==> src/rtl/rg_pkg.sv <==
package rg_pkg;

  typedef enum logic [2:0] {
    HS_IDLE   = 3'd0,
    HS_FINISH = 3'd1,
    HS_GRANT  = 3'd2,
    HS_HOLD   = 3'd3,
    HS_RESUME = 3'd4
  } host_st_t;

  typedef enum logic [2:0] {
    QS_IDLE = 3'd0,
    QS_ASK  = 3'd1,
    QS_WAIT = 3'd2,
    QS_OWN  = 3'd3,
    QS_GIVE = 3'd4
  } reqr_st_t;

endpackage

==> src/rtl/rg_pulse_sense.sv <==
// Detects a falling edge of the shared wire caused by the other side:
// the wire is treated as low only when this side is not driving it.
module rg_pulse_sense (
  input  logic clk,
  input  logic rst_n,
  input  logic line_n,
  input  logic own_oe,
  output logic pulse_seen
);
  logic low_now;
  logic low_prev;

  assign low_now = !line_n && !own_oe;

  always_ff @(posedge clk) begin
    if (!rst_n) low_prev <= 1'b0;
    else        low_prev <= low_now;
  end

  assign pulse_seen = low_now && !low_prev;
endmodule

==> src/rtl/rg_host_side.sv <==
module rg_host_side
  import rg_pkg::*;
#(
  parameter int HOLD_GUARD = 1
) (
  input  logic clk,
  input  logic rst_n,
  input  logic pulse_seen,
  input  logic bus_busy,
  output logic host_oe,
  output logic hold_ack
);
  localparam int GW = (HOLD_GUARD < 1) ? 1 : $clog2(HOLD_GUARD + 1);
  localparam logic [GW-1:0] GUARD_V = GW'(HOLD_GUARD);

  host_st_t st, st_nxt;
  logic [GW-1:0] guard_q;
  logic          release_ok;

  assign release_ok = pulse_seen && (guard_q >= GUARD_V);

  always_comb begin
    st_nxt = st;
    case (st)
      HS_IDLE:   if (pulse_seen) st_nxt = HS_FINISH;
      HS_FINISH: if (!bus_busy)  st_nxt = HS_GRANT;
      HS_GRANT:                  st_nxt = HS_HOLD;
      HS_HOLD:   if (release_ok) st_nxt = HS_RESUME;
      HS_RESUME:                 st_nxt = HS_IDLE;
      default:                   st_nxt = HS_IDLE;
    endcase
  end

  always_ff @(posedge clk) begin
    if (!rst_n) begin
      st      <= HS_IDLE;
      guard_q <= '0;
    end else begin
      st <= st_nxt;
      if (st == HS_GRANT)
        guard_q <= '0;
      else if (st == HS_HOLD && guard_q < GUARD_V)
        guard_q <= guard_q + 1'b1;
    end
  end

  assign host_oe  = (st == HS_GRANT);
  assign hold_ack = (st == HS_GRANT) || (st == HS_HOLD);
endmodule

==> src/rtl/rg_req_side.sv <==
module rg_req_side
  import rg_pkg::*;
#(
  parameter int LEN_W = 4
) (
  input  logic             clk,
  input  logic             rst_n,
  input  logic             pulse_seen,
  input  logic             job_valid,
  output logic             job_ready,
  input  logic [LEN_W-1:0] job_len,
  output logic             req_oe,
  output logic             own_bus,
  output logic             mem_valid,
  input  logic             mem_ready
);
  reqr_st_t st, st_nxt;
  logic [LEN_W-1:0] left_q;
  logic             none_left;

  assign none_left = (left_q == '0);

  always_comb begin
    st_nxt = st;
    case (st)
      QS_IDLE: if (job_valid)  st_nxt = QS_ASK;
      QS_ASK:                  st_nxt = QS_WAIT;
      QS_WAIT: if (pulse_seen) st_nxt = QS_OWN;
      QS_OWN:  if (none_left)  st_nxt = QS_GIVE;
      QS_GIVE:                 st_nxt = QS_IDLE;
      default:                 st_nxt = QS_IDLE;
    endcase
  end

  always_ff @(posedge clk) begin
    if (!rst_n) begin
      st     <= QS_IDLE;
      left_q <= '0;
    end else begin
      st <= st_nxt;
      if (st == QS_IDLE && job_valid)
        left_q <= job_len;
      else if (mem_valid && mem_ready)
        left_q <= left_q - 1'b1;
    end
  end

  assign job_ready = (st == QS_IDLE);
  assign req_oe    = (st == QS_ASK) || (st == QS_GIVE);
  assign own_bus   = (st == QS_OWN);
  assign mem_valid = (st == QS_OWN) && !none_left;
endmodule

==> src/rtl/rg_handshake.sv <==
module rg_handshake #(
  parameter int LEN_W      = 4,
  parameter int HOLD_GUARD = 1
) (
  input  logic             clk,
  input  logic             rst_n,
  input  logic             line_n,
  output logic             host_oe,
  output logic             req_oe,
  input  logic             bus_busy,
  output logic             hold_ack,
  input  logic             job_valid,
  output logic             job_ready,
  input  logic [LEN_W-1:0] job_len,
  output logic             own_bus,
  output logic             mem_valid,
  input  logic             mem_ready
);
  logic host_heard;
  logic req_heard;

  rg_pulse_sense host_sense_i (
    .clk(clk), .rst_n(rst_n), .line_n(line_n),
    .own_oe(host_oe), .pulse_seen(host_heard)
  );

  rg_pulse_sense req_sense_i (
    .clk(clk), .rst_n(rst_n), .line_n(line_n),
    .own_oe(req_oe), .pulse_seen(req_heard)
  );

  rg_host_side #(.HOLD_GUARD(HOLD_GUARD)) host_i (
    .clk(clk), .rst_n(rst_n), .pulse_seen(host_heard),
    .bus_busy(bus_busy), .host_oe(host_oe), .hold_ack(hold_ack)
  );

  rg_req_side #(.LEN_W(LEN_W)) reqr_i (
    .clk(clk), .rst_n(rst_n), .pulse_seen(req_heard),
    .job_valid(job_valid), .job_ready(job_ready), .job_len(job_len),
    .req_oe(req_oe), .own_bus(own_bus),
    .mem_valid(mem_valid), .mem_ready(mem_ready)
  );
endmodule

==> config.mk <==
export PLATFORM = sky130hd
export DESIGN_NAME = rg_handshake
export DESIGN_NICKNAME = d
export VERILOG_FILES = /design/src/rtl/rg_pkg.sv /design/src/rtl/rg_pulse_sense.sv /design/src/rtl/rg_host_side.sv /design/src/rtl/rg_req_side.sv /design/src/rtl/rg_handshake.sv
export SDC_FILE = /design/constraint.sdc
export NUM_CORES = 1
export LEC_CHECK = 0
export CAP_MARGIN = 15
export CORE_MARGIN = 2
export CORE_UTILIZATION = 50
export CTS_BUF_LIST = sky130_fd_sc_hd__clkbuf_8 sky130_fd_sc_hd__clkbuf_16
export DETAILED_ROUTE_END_ITERATION = 8
export PLACE_DENSITY = 0.81
export SYNTH_ARGS = -nofsm -noshare
export SYNTH_HDL_FRONTEND = slang
export SYNTH_SLANG_ARGS = --single-unit
==> constraint.sdc <==
create_clock -name clk -period 4 [get_ports clk]
set_input_delay 0.4 -clock clk [delete_from_list [all_inputs] [get_ports clk]]
set_output_delay 0.4 -clock clk [all_outputs]
set_load 0.05 [all_outputs]
==> reports/summary.log <==
[synth] fraction of the mapped netlist area in simple logic gates 28.30%
[cts] clock tree sinks 13
[synth] sequential fraction of the synthesis area 39.77%
[routing] number of nets still failing antenna checks after routing 0
[power] switching power as a share of total power 29.64%
[final_layout] Diodes inserted 0
[synth] largest family of logic cells by synthesized area simple AND/OR/NAND/NOR gates
[worst_setup_path] Crit path required time 3.60 ns
[final_layout] post-route cell area 842.1 µm²
[global_routing] global-route wire length before repair 2242 µm
[routing] number of vias after detailed routing 568
[synth] cell taking the most area after synthesis dfxtp_1
[cts] number of H-tree levels 1
[synth] leading register cell type out of synthesis dfxtp_1
[routing] DR vias/cell 5.410
[synth] Async S/R FF share, synth 0%
[timing] Max Freq 0.3858 GHz
[cts] TritonCTS clock tree built
[synth] Yosys reg bits 13
[worst_setup_path] Startpoint Class flip-flop
[cts] post-cts repair resize count 0
[routing] number of DRC violations after detailed-routing iteration 0 8
[final_layout] number of non-filler instances in the completed layout 105
[cts] Reg clk slew, reported paths 0.05 ns
[global_routing] maximum number of pins on one net before global-route repair 14
[synth] Mapped Avg Cell Area 8.725 µm²
[timing] number of slew-limit violations in the final report 0
[worst_setup_path] number of cells on the worst reg-to-reg path 6
[synth] Mapped Cells 75
[final_layout] nets 102
[global_routing] global-route usage over all layers 22.20%
[synth] warning count from the yosys run 0
[power] Combinational Power Share 24.1%
[synth] Area contributors post-synth dfxtp_1 40%, a21oi_1 4.6%, nor2_1 4.0%, buf_4 3.4%, nand3_1 3.1%
[synth] net count of the mapped netlist 86
[synth] count of flip-flops with a built-in enable after synthesis 0
[timing] Setup-failing EPs final 0
[global_routing] residual overflow from global routing 0
[cts] clock root cell clkbuf_8
[status] outcome completed
[worst_setup_path] Setup Crit Path Kind reg -> out
[timing] post-route clock skew 0.002000 ns
[final_layout] most common cell after layout, fill and taps aside clkdlybuf4s50_1
[min_path] Hold EP host_i.guard_q
[power] sequential cell fraction of total power 43.6%
[power] P per Cell Area 412.5 mW/mm²
[timing] total negative setup slack 0 ns
[routing] wirelength, routed 1359 µm
[final_layout] area growth from synthesis to final layout 28.68%
[placed_design] RePlAce Congestion 0.8253
[timing] worst slew pin tran 0.6353 ns
[floorplanning] Floorplan Core Area 0.001252 mm²
[floorplanning] die area 0.001614 mm²
[floorplanning] vertical die dimension 40.18 µm
[timing] final-layout worst hold slack 0.4538 ns
[power] Cell Int Power 244.4 µW
[worst_setup_path] reg-to-reg slack, setup 2.31 ns
[min_path] hold path startpoint host_i.guard_q
[global_routing] number of global-route vias before repair 518
[routing] routed wirelength normalized by instance count 12.94 µm
[placed_design] pre-CTS setup slack 1.694 ns
[cts] number of buffers added for setup after CTS 0
[final_layout] layout cells sized above 1 5.556%
[worst_setup_path] Crit Path Max Fanout 4
[power] Static Leakage 0.0003261 µW
[worst_setup_path] Critical R2R Launch reqr_i.left_q[0]
[placed_design] placed insts 101
[floorplanning] horizontal die dimension 40.18 µm
[timing] number of hold violations in the final report 0
[placed_design] buffers added on ports 15
[final_layout] layout filler cell count 111
[timing] Max transition margin 57.05%
[synth] fraction of synthesized area in multiplexers 3.250%
[timing] Worst Setup Slack, final 1.408 ns
[timing] unrepaired setup endpoints after global routing no
[power] Clock power frac 32.4%
[placed_design] post-placement cell area 797.0 µm²
[routing] Pre-antenna DRT Iters 4
[global_routing] initial antenna violation count 0
[power] worst-case vdd ir drop 249.1 µV
[floorplanning] total number of placement rows 13
[final_layout] most frequent cells in the layout 15 x clkdlybuf4s50_1, 13 x dfxtp_1, 7 x nor2_1, 6 x a21oi_1
[routing] number of remaining DRC errors 0
[synth] area fraction in compound gates after synthesis 16.44%
[floorplanning] starting density of the core 52.25%
[cts] clock buffer count from CTS 3
[power] switching pwr 103.0 µW
[cts] clock tree buffer depth 2
[worst_setup_path] Critical Path End Type output port
[floorplanning] Top-Level Pins 16
[worst_setup_path] data arrival time of the worst path 2.19 ns
[worst_setup_path] Critical R2R Capture reqr_i.left_q[1]
[timing] minimum period implied by the final worst setup slack 2.592 ns
[placed_design] DP HPWL 998.6 µm
[cts] number of hold-repair buffers added at the cts stage 0
[run] max-cap check violation count 0
[synth] xor and xnor fraction of the mapped netlist area 4.015%
[min_path] class of the tightest hold or removal check reg -> reg
[synth] arithmetic-cell share of the synthesized area counting full adders, half adders and majority gates 1.912%
[synth] Synth Cell Area 654.4 µm²
[synth] Distinct cells, synth 34
[synth] top-area cell type share of the netlist area 39.77%
[timing] final critical-path share of the clock period 64.80%
[cts] Clock Latency Late Sink 0.24 ns
[min_path] depth of the worst hold-timing path 2
-- flip-flops by register name, summed over array words and instances, names as in the netlist --
| signal | flops |
|---|---|
| reqr_i.left_q | 4 |
| host_i.st | 3 |
| reqr_i.st | 3 |
| host_i.guard_q | 1 |
| host_sense_i.low_prev | 1 |
| req_sense_i.low_prev | 1 |
-- worst max-delay path, cell delays in order, from the launching register on --
cell and delay (ns):
dfxtp_1 0.31, inv_1 0.10, ha_1 0.22, or3b_1 0.43
and2_1 0.20, clkdlybuf4s50_1 0.69
-- cells by family after synthesis --
| kind of cell | Yosys count |
|---|---|
| AO/OA/AOI/OAI | 17 |
| XOR/XNOR | 3 |
| adder cells (fa/ha/maj) | 1 |
| buffers and inverters | 8 |
| flip-flops | 13 |
| multiplexers | 2 |
| AND/OR/NAND/NOR | 31 |
-- per-layer routing --
metal	track usage, %	vias to the layer above	part of all wire, %
met5	0	-	0
met4	10.00	0	0.88
met3	6.667	2	5.7
met2	38.31	18	49
met1	24.91	250	44
li1	-	298	-
-- power groups by stage --
stage	Clock (µW)	Sequential [µW]	Combinational [µW]
after floorplan	0	148	61.7
after global placement	0	153	80.3
after detailed placement	0	154	82.6
after CTS	116	151	84.0
after global routing	123	153	90.5
final	112	151	83.7
-- synthesized netlist by cell type, types with 2 or more instances --
library cell  number
nand3_1            4
or3b_1             2
inv_1              3
a21oi_1            6
dfxtp_1           13
nor3_1             3
o21ai_1            4
buf_4              3
nand2_1            4
xnor2_1            2
nor2_1             7
nand2b_1           2
-- area by class of cell --
type / count / area [µm²] / area share (%)
multi-input combinational: 54 / 352.8 / 41.90
inverter: 4 / 15.01 / 1.783
clock buffer: 3 / 41.29 / 4.903
clock inverter: 1 / 3.754 / 0.4458
sequential: 13 / 260.3 / 30.91
timing repair buffer: 15 / 150.1 / 17.83
tap: 15 / 18.77 / 2.229
-- stage by stage --
| stage | util, % | total power (µW) |
|---|---|---|
| 5_1_grt | 67.23 | 366.7 |
| 2_1_floorplan | - | 210.0 |
| 3_3_place_gp | 63.64 | 233.4 |
| 4_1_cts | 67.23 | 350.9 |
| 6_report | 67.23 | 347.4 |
| 3_5_place_dp | 63.64 | 236.4 |
-- worst max-delay path by stage --
stage	start	cells past startpoint	endpoint
finish	reqr_i.left_q[0]	5	mem_valid
detailed placement	reqr_i.left_q[0]	5	mem_valid
floorplan	reqr_i.st[0]	2	job_ready
CTS	reqr_i.left_q[0]	5	mem_valid
global placement	reqr_i.left_q[0]	5	mem_valid
global route	reqr_i.left_q[0]	5	mem_valid
Power figures use the tool's default switching activity.
